$ cat config.mk
export PLATFORM = sky130hd
export DESIGN_NAME = modrm_decoder
export DESIGN_NICKNAME = d
export VERILOG_FILES = /design/src/rtl/modrm_pkg.sv /design/src/rtl/modrm_opcode_dec.sv /design/src/rtl/modrm_byte_seq.sv /design/src/rtl/modrm_ea_calc.sv /design/src/rtl/modrm_decoder.sv
export SDC_FILE = /design/constraint.sdc
export NUM_CORES = 1
export LEC_CHECK = 0
export BUFFER_PORTS_ARGS = -buffer_cell sky130_fd_sc_hd__buf_2
export CAP_MARGIN = 20
export CORE_UTILIZATION = 55
export DETAILED_ROUTE_END_ITERATION = 16
export PLACE_DENSITY = 0.85
export SETUP_SLACK_MARGIN = 0.4
export SLEW_MARGIN = 20
export SYNTH_ARGS = -nofsm -noshare
export SYNTH_HDL_FRONTEND = slang
export SYNTH_SLANG_ARGS = --single-unit
$ cat constraint.sdc
create_clock -name clk_i -period 14.8 [get_ports clk_i]
set_clock_uncertainty 0.1 [all_clocks]
set_input_delay 2.22 -clock clk_i [delete_from_list [all_inputs] [get_ports clk_i]]
set_output_delay 2.22 -clock clk_i [all_outputs]
set_load 0.02 [all_outputs]
$ cat src/rtl/modrm_pkg.sv
package modrm_pkg;
  localparam int BYTE_W   = 8;
  localparam int WORD_W   = 16;
  localparam int NUM_REGS = 8;
  localparam int REG_SEL_W = $clog2(NUM_REGS);

  localparam logic [1:0] MOD_MEM0 = 2'b00;
  localparam logic [1:0] MOD_MEM8 = 2'b01;
  localparam logic [1:0] MOD_MEM16 = 2'b10;
  localparam logic [1:0] MOD_REG  = 2'b11;
  localparam logic [2:0] RM_DIRECT = 3'b110;

  typedef enum logic [2:0] {
    ST_OPC, ST_MODRM, ST_DLO, ST_DHI, ST_DONE, ST_ILL
  } seq_state_e;

  function automatic logic [1:0] disp_bytes(input logic [1:0] md, input logic [2:0] rm);
    case (md)
      MOD_MEM8:  disp_bytes = 2'd1;
      MOD_MEM16: disp_bytes = 2'd2;
      MOD_MEM0:  disp_bytes = (rm == RM_DIRECT) ? 2'd2 : 2'd0;
      default:   disp_bytes = 2'd0;
    endcase
  endfunction
endpackage

$ cat src/rtl/modrm_opcode_dec.sv
module modrm_opcode_dec
  import modrm_pkg::*;
(
  input  logic [BYTE_W-1:0] opcode_i,
  output logic              legal_o
);
  localparam logic [5:0] FAM_MOV = 6'b100010;
  localparam logic [5:0] FAM_ADD = 6'b000000;

  always_comb begin
    legal_o = (opcode_i[7:2] == FAM_MOV) || (opcode_i[7:2] == FAM_ADD);
  end
endmodule

$ cat src/rtl/modrm_byte_seq.sv
module modrm_byte_seq
  import modrm_pkg::*;
(
  input  logic              clk_i,
  input  logic              rst_ni,
  input  logic              valid_i,
  input  logic [BYTE_W-1:0] byte_i,
  input  logic              legal_i,
  output logic              ready_o,
  output logic              fin_o,
  output logic [BYTE_W-1:0] opcode_o,
  output logic [BYTE_W-1:0] modrm_o,
  output logic [BYTE_W-1:0] disp_lo_o,
  output logic [1:0]        ndisp_o,
  output logic              done_o,
  output logic              illegal_o
);
  seq_state_e state_q;
  logic [BYTE_W-1:0] opcode_q, modrm_q, dlo_q;
  logic acc;

  assign ready_o = (state_q != ST_DONE) && (state_q != ST_ILL);
  assign acc     = valid_i && ready_o;
  // second byte is live on the bus while it is being accepted
  assign modrm_o = (state_q == ST_MODRM) ? byte_i : modrm_q;
  assign ndisp_o = disp_bytes(modrm_o[7:6], modrm_o[2:0]);
  assign opcode_o  = opcode_q;
  assign disp_lo_o = dlo_q;
  assign done_o    = (state_q == ST_DONE);
  assign illegal_o = (state_q == ST_ILL);

  always_comb begin
    fin_o = 1'b0;
    if (acc) begin
      case (state_q)
        ST_MODRM: fin_o = (ndisp_o == 2'd0);
        ST_DLO:   fin_o = (ndisp_o == 2'd1);
        ST_DHI:   fin_o = 1'b1;
        default:  fin_o = 1'b0;
      endcase
    end
  end

  always_ff @(posedge clk_i or negedge rst_ni) begin
    if (!rst_ni) begin
      state_q  <= ST_OPC;
      opcode_q <= '0;
      modrm_q  <= '0;
      dlo_q    <= '0;
    end else begin
      case (state_q)
        ST_OPC: if (acc) begin
          opcode_q <= byte_i;
          state_q  <= legal_i ? ST_MODRM : ST_ILL;
        end
        ST_MODRM: if (acc) begin
          modrm_q <= byte_i;
          state_q <= (ndisp_o == 2'd0) ? ST_DONE : ST_DLO;
        end
        ST_DLO: if (acc) begin
          dlo_q   <= byte_i;
          state_q <= (ndisp_o == 2'd1) ? ST_DONE : ST_DHI;
        end
        ST_DHI: if (acc) state_q <= ST_DONE;
        default: state_q <= ST_OPC;
      endcase
    end
  end

  AST_DONE_PULSE: assert property (@(posedge clk_i) disable iff (!rst_ni)
    done_o |=> !done_o);
  AST_BUSY_NOT_READY: assert property (@(posedge clk_i) disable iff (!rst_ni)
    (done_o || illegal_o) |-> !ready_o);
  AST_DONE_ILL_EXCL: assert property (@(posedge clk_i) disable iff (!rst_ni)
    !(done_o && illegal_o));
  AST_IDLE_HOLD: assert property (@(posedge clk_i) disable iff (!rst_ni)
    (!valid_i && ready_o) |=> $stable(state_q));
endmodule

$ cat src/rtl/modrm_ea_calc.sv
module modrm_ea_calc
  import modrm_pkg::*;
#(
  parameter int AW = WORD_W
) (
  input  logic [1:0]             mod_i,
  input  logic [2:0]             rm_i,
  input  logic [NUM_REGS*AW-1:0] regs_i,
  input  logic [BYTE_W-1:0]      disp_lo_i,
  input  logic [BYTE_W-1:0]      cur_i,
  output logic [AW-1:0]          ea_o
);
  localparam int R_BX = 3, R_BP = 5, R_SI = 6, R_DI = 7;

  logic [AW-1:0] bx, bp, si, di, base, disp;

  assign bx = regs_i[R_BX*AW +: AW];
  assign bp = regs_i[R_BP*AW +: AW];
  assign si = regs_i[R_SI*AW +: AW];
  assign di = regs_i[R_DI*AW +: AW];

  always_comb begin
    case (rm_i)
      3'd0: base = bx + si;
      3'd1: base = bx + di;
      3'd2: base = bp + si;
      3'd3: base = bp + di;
      3'd4: base = si;
      3'd5: base = di;
      3'd6: base = (mod_i == MOD_MEM0) ? '0 : bp;
      default: base = bx;
    endcase
    case (mod_i)
      MOD_MEM8:  disp = AW'({{(AW-BYTE_W){cur_i[BYTE_W-1]}}, cur_i});
      MOD_MEM16: disp = AW'({cur_i, disp_lo_i});
      MOD_MEM0:  disp = (rm_i == RM_DIRECT) ? AW'({cur_i, disp_lo_i}) : '0;
      default:   disp = '0;
    endcase
    ea_o = base + disp; // wraps at AW bits
  end
endmodule

$ cat src/rtl/modrm_decoder.sv
module modrm_decoder
  import modrm_pkg::*;
(
  input  logic                       clk_i,
  input  logic                       rst_ni,
  input  logic                       byte_valid_i,
  input  logic [BYTE_W-1:0]          byte_i,
  output logic                       byte_ready_o,
  input  logic [NUM_REGS*WORD_W-1:0] regs_i,
  output logic                       done_o,
  output logic                       illegal_o,
  output logic                       word_o,
  output logic                       src_mem_o,
  output logic [REG_SEL_W-1:0]       src_reg_o,
  output logic                       dst_mem_o,
  output logic [REG_SEL_W-1:0]       dst_reg_o,
  output logic [WORD_W-1:0]          ea_o,
  output logic [2:0]                 len_o
);
  logic legal, fin;
  logic [BYTE_W-1:0] opcode, modrm, disp_lo;
  logic [1:0] ndisp;
  logic [WORD_W-1:0] ea_calc;
  logic rm_mem, dir;
  logic [REG_SEL_W-1:0] reg_f, rm_f;

  modrm_opcode_dec u_opdec (
    .opcode_i (byte_i),
    .legal_o  (legal)
  );

  modrm_byte_seq u_seq (
    .clk_i     (clk_i),
    .rst_ni    (rst_ni),
    .valid_i   (byte_valid_i),
    .byte_i    (byte_i),
    .legal_i   (legal),
    .ready_o   (byte_ready_o),
    .fin_o     (fin),
    .opcode_o  (opcode),
    .modrm_o   (modrm),
    .disp_lo_o (disp_lo),
    .ndisp_o   (ndisp),
    .done_o    (done_o),
    .illegal_o (illegal_o)
  );

  modrm_ea_calc #(.AW(WORD_W)) u_ea (
    .mod_i     (modrm[7:6]),
    .rm_i      (modrm[2:0]),
    .regs_i    (regs_i),
    .disp_lo_i (disp_lo),
    .cur_i     (byte_i),
    .ea_o      (ea_calc)
  );

  assign rm_mem = (modrm[7:6] != MOD_REG);
  assign dir    = opcode[1];
  assign reg_f  = modrm[5:3];
  assign rm_f   = rm_mem ? '0 : modrm[2:0];

  always_ff @(posedge clk_i or negedge rst_ni) begin
    if (!rst_ni) begin
      word_o    <= 1'b0;
      src_mem_o <= 1'b0;
      src_reg_o <= '0;
      dst_mem_o <= 1'b0;
      dst_reg_o <= '0;
      ea_o      <= '0;
      len_o     <= '0;
    end else if (fin) begin
      word_o    <= opcode[0];
      src_mem_o <= dir ? rm_mem : 1'b0;
      src_reg_o <= dir ? rm_f : reg_f;
      dst_mem_o <= dir ? 1'b0 : rm_mem;
      dst_reg_o <= dir ? reg_f : rm_f;
      ea_o      <= rm_mem ? ea_calc : '0;
      len_o     <= 3'd2 + {1'b0, ndisp};
    end
  end

  AST_LEN_RANGE: assert property (@(posedge clk_i) disable iff (!rst_ni)
    done_o |-> (len_o >= 3'd2 && len_o <= 3'd4));
  AST_ONE_MEM: assert property (@(posedge clk_i) disable iff (!rst_ni)
    done_o |-> !(src_mem_o && dst_mem_o));
  AST_REG_FORM: assert property (@(posedge clk_i) disable iff (!rst_ni)
    (done_o && !src_mem_o && !dst_mem_o) |-> (ea_o == '0 && len_o == 3'd2));
  AST_RESULT_HOLD: assert property (@(posedge clk_i) disable iff (!rst_ni)
    !done_o |-> ($stable(ea_o) && $stable(len_o)));
endmodule

==> run_results.csv, run 1 <==
group,metric,value,unit
timing,tightestPinTransition,0.843,ns
yosys,synth_top_area_cell,"dfrtp_1",
yosys,synthFlopType,"dfrtp_1",
layout,fill_cells,818,
cts,cts_tree,"done",
grt,antenna_found_initial,0,
timing,final-setup-viol-count,0,
floorplanning,die_h,102,µm
cts,clk_pin_slew,0.09,ns
timing,hold_viol,0,
min_path,hp-class,"register to register",
floorplanning,dieArea,10400,µm²
placed_design,place.gp.congestion,1.01,
placed_design,dp_hpwl,11600,µm
detailed_routing,drt_iter0_markers,413,
layout,fin_cells,894,
yosys,postSynthCellCount,671,
cts,h-tree-depth,2,
placed_design,dpl.cell_count,886,
yosys,synth_top_area_frac,0.224,
floorplanning,start_util,0.563,
setup_path,crit_path_end_kind,"register",
grt,grt_pass1_wl,24700,µm
yosys,syn_area,5480,µm²
floorplanning,die_x,102,µm
detailed_routing,drt-total-wl,15400,µm
timing,rsz0062_at_grt,"no",
floorplanning,pin_count,170,
cts,clock_path_buffers,2,
setup_path,worst_ep_arrival_time,7.67,ns
layout,diodes,0,
timing,drv_slew,0,
cts,post_cts_resize_count,0,
timing,hold_ws,0.378,ns
yosys,ys_ff_latch,49,
yosys,async_flop_share,1.00,
detailed_routing,drtPass1Iterations,5,
grt,overflow,0,
cts,clock_latency,0.31,ns
yosys,synth_seq_area_share,0.224,
outcome,outcome,"completed",
grt,grt_usage,0.303,
yosys,synth_fp_nets,860,
power_and_ir_drop,power.density,263,nW/µm²
setup_path,cp-start-kind,"primary input",
setup_path,crit_path_top_delay_cell,"a2111oi_0",
grt,grt_pass1_vias,5125,
timing,period_needed,7.60,ns
cts,cts_root_buf,"clkbuf_8",
layout,fin_nets,949,
flow_run,drv_cap,0,
timing,fin_crit_sh,0.514,
setup_path,crit_required,14.87,ns
power_and_ir_drop,power.leakage,2.91,nW
detailed_routing,vias,5593,
layout,drive_above_1_share,0.248,
floorplanning,core.rowCount,36,
layout,syn_to_final_growth,14.0,%
yosys,yosysMostFrequentCell,"nand2_1",
power_and_ir_drop,peakVddDrop,0.110,mV
yosys,synth_area_leaders,"dfrtp_1, mux2_2, ha_1, nand2_1, a21oi_1",
detailed_routing,drc,0,
cts,cts_buffers,5,
timing,fmax,132,MHz
yosys,avgSynthCellArea,8.17,µm²
grt,grt_start_max_net_pins,51,
detailed_routing,wl_per_cell,17.2,µm
timing,max_slew_margin,0.423,
cts,post_cts_buffers,0,
cts,cts_sinks,49,
cts,ctsHoldBuffers,0,
yosys,synth_edf_count,0,
setup_path,crit_type,"primary input to register",
setup_path,cpPeakStageDelay,0.80,ns
placed_design,io_buffer_count,105,
setup_path,crit_fanout,14,
setup_path,cp_common_cell,"a21oi_1",
yosys,synth_common_cells,"nand2_1, a21oi_1, nor2_1",
floorplanning,core,9730,µm²
yosys,synth.distinct_cells,62,
yosys,yosys_warnings,0,
timing,tns,0,ns
detailed_routing,ant_nets,0,
detailed_routing,viasPerCell,6.26,
cells by family (layout without fill, tap and decap cells):
logic type	after synthesis	after routing	share of synthesized area
adders and majority gates	50	50	0.118
DFF	49	49	0.224
muxes	66	66	0.134
xor gates and xnor gates	36	36	0.0575
buffers and inverters	57	147	0.0438
and+or+nand+nor	200	200	0.168
AOI/OAI and AO/OA	213	213	0.255
critical path: cells and delay by family:
kind                       cells  cell delay [ns]
buffers and inverters          3             0.53
and+or+nand+nor                7             0.94
adders and majority gates      2             0.52
xor gates and xnor gates       2             0.36
muxes                          2             0.56
AOI/OAI and AO/OA              9             2.52
where the power goes:
part / leakage [nW] / total (W) / internal (W) / switching, W
combinational: 2.23 / 0.00128 / 0.000527 / 0.000757
sequential: 0.613 / 0.000243 / 0.000196 / 0.0000465
clock: 0.0687 / 0.000118 / 0.0000681 / 0.0000496
area by class of cell:
type / count / area, µm² / share of cell area
inverter: 24 / 90.1 / 0.0144
timing repair buffer: 115 / 603 / 0.0965
sequential: 49 / 1230 / 0.196
tap: 133 / 166 / 0.0266
clock inverter: 3 / 68.8 / 0.0110
clock buffer: 5 / 68.8 / 0.0110
multi-input combinational: 565 / 4030 / 0.644
path summary, 6_finish.rpt:
path,startpoint,endpoint,slack [ns],cells past startpoint
worst min-delay path,len_o[2],len_o[2],0.38,1
worst min register to register,len_o[2],len_o[2],0.38,1
worst max register to register,u_seq.state_q[0],ea_o[13],8.23,25
worst max-delay path,byte_i[1],ea_o[13],7.20,25
max in group asynchronous,rst_ni,ea_o[12],12.38,1
min in group asynchronous,rst_ni,dst_reg_o[2],1.80,1
registers in the layout (all words and copies together), names as in the netlist:
name / cells
dst_mem_o: 1
dst_reg_o: 3
ea_o: 16
len_o: 3
src_mem_o: 1
src_reg_o: 3
u_seq.disp_lo_o: 8
u_seq.modrm_q: 8
u_seq.opcode_o: 2
u_seq.state_q: 3
word_o: 1
through the flow:
step | power [W] | worst slack [ns] | utilization | cell area [µm²]
2_1_floorplan | 0.00120 | 7.67 | - | 5480
3_3_place_gp | 0.00145 | 7.22 | 0.627 | 6100
3_5_place_dp | 0.00150 | 7.08 | 0.627 | 6100
4_1_cts | 0.00162 | 7.37 | 0.641 | 6240
5_1_grt | 0.00178 | 6.86 | 0.642 | 6250
6_report | 0.00164 | 7.20 | 0.642 | 6250
cell usage in the layout, fill, tap and decap left out, drive strengths merged, types with 4 or more instances in the layout:
master / synthesis / final
clkbuf: 22 / 5
nand3: 8 / 8
inv: 24 / 25
ha: 47 / 47
nand2b: 10 / 10
a31oi: 11 / 11
o21ai: 51 / 51
mux2: 54 / 54
o31ai: 16 / 16
a21o: 13 / 13
mux2i: 12 / 12
nor2b: 11 / 11
o21a: 8 / 8
a221oi: 14 / 14
o211ai: 5 / 5
a21oi: 61 / 61
xnor2: 20 / 20
buf: 11 / 115
nor3: 8 / 8
nor2: 57 / 57
and2: 4 / 4
o41ai: 4 / 4
nand2: 82 / 82
a22o: 9 / 9
and3: 5 / 5
dfrtp: 49 / 49
xor2: 16 / 16
layer usage:
| metal | routed length (µm) | track usage | part of all wire | vias up |
|---|---|---|---|---|
| met4 | 303 | 0.0890 | 0.020 | 0 |
| li1 | - | - | - | 2632 |
| met5 | 0 | 0 | 0 | - |
| met3 | 1390 | 0.0369 | 0.090 | 35 |
| met1 | 6540 | 0.402 | 0.42 | 2622 |
| met2 | 7160 | 0.518 | 0.47 | 304 |
No activity file was read; power rests on OpenSTA's default activity.
==> inputs of run 2 (changes only) <==
--- a/config.mk
+++ b/config.mk
@@ -7,9 +7,9 @@
 export LEC_CHECK = 0
 export BUFFER_PORTS_ARGS = -buffer_cell sky130_fd_sc_hd__buf_2
 export CAP_MARGIN = 20
-export CORE_UTILIZATION = 55
+export CORE_UTILIZATION = 53
 export DETAILED_ROUTE_END_ITERATION = 16
-export PLACE_DENSITY = 0.85
+export PLACE_DENSITY = 0.82
 export SETUP_SLACK_MARGIN = 0.4
 export SLEW_MARGIN = 20
 export SYNTH_ARGS = -nofsm -noshare
==> constraint.sdc (replaced) <==
create_clock -name clk_i -period 7.5 [get_ports clk_i]
set_clock_uncertainty 0.1 [all_clocks]
set_input_delay 1.125 -clock clk_i [delete_from_list [all_inputs] [get_ports clk_i]]
set_output_delay 1.125 -clock clk_i [all_outputs]
set_load 0.02 [all_outputs]
==> run 2 against run 1 <==
Against the previous run: clock-buffer cell count is the same; sequential power rose by 97%; die area is 3.7% higher; clock power grew 66%; cell count increased by 0.56%; flip-flop and latch count is the same; sequential share of layout area is 0.063 points lower; via count is the same; critical path type unchanged; critical endpoint unchanged; largest cell class unchanged.
==> run_results.csv, run 2 (synthesized netlist as in run 1, its figures left out) <==
group,metric,value,unit
layout,syn_to_final_growth,14.4,%
min_path,hp-class,"register to register",
detailed_routing,drt-total-wl,15500,µm
power_and_ir_drop,power_frac_clock,0.060,
setup_path,crit_path_end_kind,"register",
grt,grt_pass1_vias,5435,
cts,h-tree-depth,2,
timing,fmax,150,MHz
timing,final-setup-viol-count,0,
layout,final_cell_mix,"buf_2, nand2_1, a21oi_1",
timing,tns,0,ns
layout,fin_cells,899,
cts,clock_path_buffers,2,
setup_path,crit_fanout,10,
floorplanning,start_util,0.553,
layout,drive_above_1_share,0.253,
layout,mostFrequentLayoutCell,"buf_2",
power_and_ir_drop,pwr-share-seq,0.148,
placed_design,io_buffer_count,105,
grt,grt_usage,0.293,
layout,fin_nets,954,
layout,diodes,0,
floorplanning,pin_count,170,
layout,final_area,6270,µm²
setup_path,crit_type,"primary input to register",
timing,hold_viol,0,
layout,regArea,1230,µm²
detailed_routing,wl_per_cell,17.2,µm
power_and_ir_drop,power.density,516,nW/µm²
timing,drv_slew,0,
power_and_ir_drop,peakVddDrop,0.198,mV
layout,largest_reg_flops,16,
floorplanning,dieArea,10800,µm²
timing,max_slew_margin,0.523,
grt,grt_pass1_wl,25900,µm
setup_path,crit_required,7.57,ns
floorplanning,core.rowCount,36,
cts,cts_buffers,5,
timing,period_needed,6.68,ns
detailed_routing,drtPass1Iterations,6,
power_and_ir_drop,swShare,0.521,
detailed_routing,drt_iter0_markers,391,
placed_design,dp_hpwl,11900,µm
placed_design,dpl_worst_slack,0.478,ns
cts,cts_root_buf,"clkbuf_8",
detailed_routing,ant_nets,0,
cts,cts_tree,"done",
floorplanning,core,9910,µm²
cts,cts_sinks,49,
cts,clock_latency,0.31,ns
setup_path,worst_ep_arrival_time,6.75,ns
power_and_ir_drop,internal_power,0.00155,W
flow_run,drv_cap,0,
floorplanning,die_x,104,µm
floorplanning,die_h,104,µm
layout,multi_input_area,4030,µm²
detailed_routing,viasPerCell,6.22,
outcome,outcome,"completed",
power_and_ir_drop,switchingPower,0.00169,W
power_and_ir_drop,total_power,0.00323,W
placed_design,place.gp.congestion,0.987,
setup_path,cp-start-kind,"primary input",
layout,fill_cells,886,
timing,tightestPinTransition,0.714,ns
placed_design,dpl.cell_count,885,
cts,ctsHoldBuffers,0,
grt,antenna_found_initial,0,
layout,regMostFlops,"ea_o",
timing,fin_crit_sh,0.891,
grt,overflow,0,
grt,grt_start_max_net_pins,51,
detailed_routing,vias,5593,
timing,worst_slack,0.816,ns
detailed_routing,drc,0,
timing,rsz0062_at_grt,"no",
power_and_ir_drop,power.leakage,2.93,nW
placed_design,placed_cell_area,6100,µm²
power_and_ir_drop,combPwrFrac,0.791,
cts,clk_pin_slew,0.09,ns
## run 2: cell count changes in the layout (fill, tap and decap cells not counted)
cell,before,now
bufinv_16,2,1
a2111oi_1,0,1
buf_4,11,16
inv_6,1,0
clkinv_4,0,1
inv_8,0,1
a2111oi_0,1,0
## run 2: critical path, cell delays in order
cell	delay, ns
buf_2	0.18
nor2_1	0.16
mux2i_1	0.19
nor2_2	0.53
mux2_2	0.40
ha_1	0.21
inv_1	0.09
fa_1	0.20
nor2b_1	0.07
o31ai_1	0.39
nand2b_1	0.13
a21oi_1	0.19
xnor2_1	0.13
nand2_1	0.07
a21oi_1	0.29
ha_1	0.34
a2111oi_1	0.67
and2_1	0.22
a221oi_1	0.10
o21a_1	0.22
o21ai_0	0.23
nand2b_1	0.09
a21oi_1	0.20
xor2_1	0.21
o31ai_1	0.09
## run 2: worst paths after layout
path | cells past startpoint | slack [ns] | end | start
min in group asynchronous | 1 | 0.71 | dst_reg_o[2] | rst_ni
hold / removal | 2 | 0.38 | ea_o[5] | ea_o[5]
hold reg to reg | 2 | 0.38 | ea_o[5] | ea_o[5]
setup reg to reg | 24 | 0.98 | ea_o[13] | u_seq.state_q[0]
setup / recovery | 25 | 0.82 | ea_o[13] | byte_i[1]
max in group asynchronous | 1 | 6.18 | ea_o[4] | rst_ni
## run 2: repair_timing
item | in CTS | in global routing
setup endpoints to repair | 0 | 4
gates resized for setup | 0 | 1
setup buffers | 0 | 6
## run 2: metal layers
layer / vias up / wire length (µm) / track usage
met5: - / 0 / 0
met4: 0 / 438 / 0.100
met3: 50 / 1230 / 0.0384
met2: 282 / 7110 / 0.498
met1: 2614 / 6670 / 0.383
li1: 2647 / - / -
## run 2: stage by stage
step / hold WS [ns] / utilization
6_report: 0.376 / 0.633
5_1_grt: 0.412 / 0.633
4_1_cts: 0.383 / 0.627
3_5_place_dp: 0.360 / 0.615
3_3_place_gp: 0.354 / 0.615
2_1_floorplan: 0.377 / -
## run 2: power by group through the flow
stage               combinational [W]  sequential, W  clock, W
floorplan                     0.00184       0.000531         0
global placement              0.00239       0.000472         0
detailed placement            0.00248       0.000483         0
CTS                           0.00249       0.000478  0.000202
global route                  0.00281       0.000498  0.000213
finish                        0.00256       0.000479  0.000196
## run 2: cell type report
type                            count  share of cell area
Timing Repair Buffer              120               0.102
Tap cell                          133              0.0265
Inverter                           24              0.0144
Multi-Input combinational cell    565               0.642
Sequential cell                    49               0.196
Clock buffer                        5              0.0110
Clock inverter                      3             0.00798
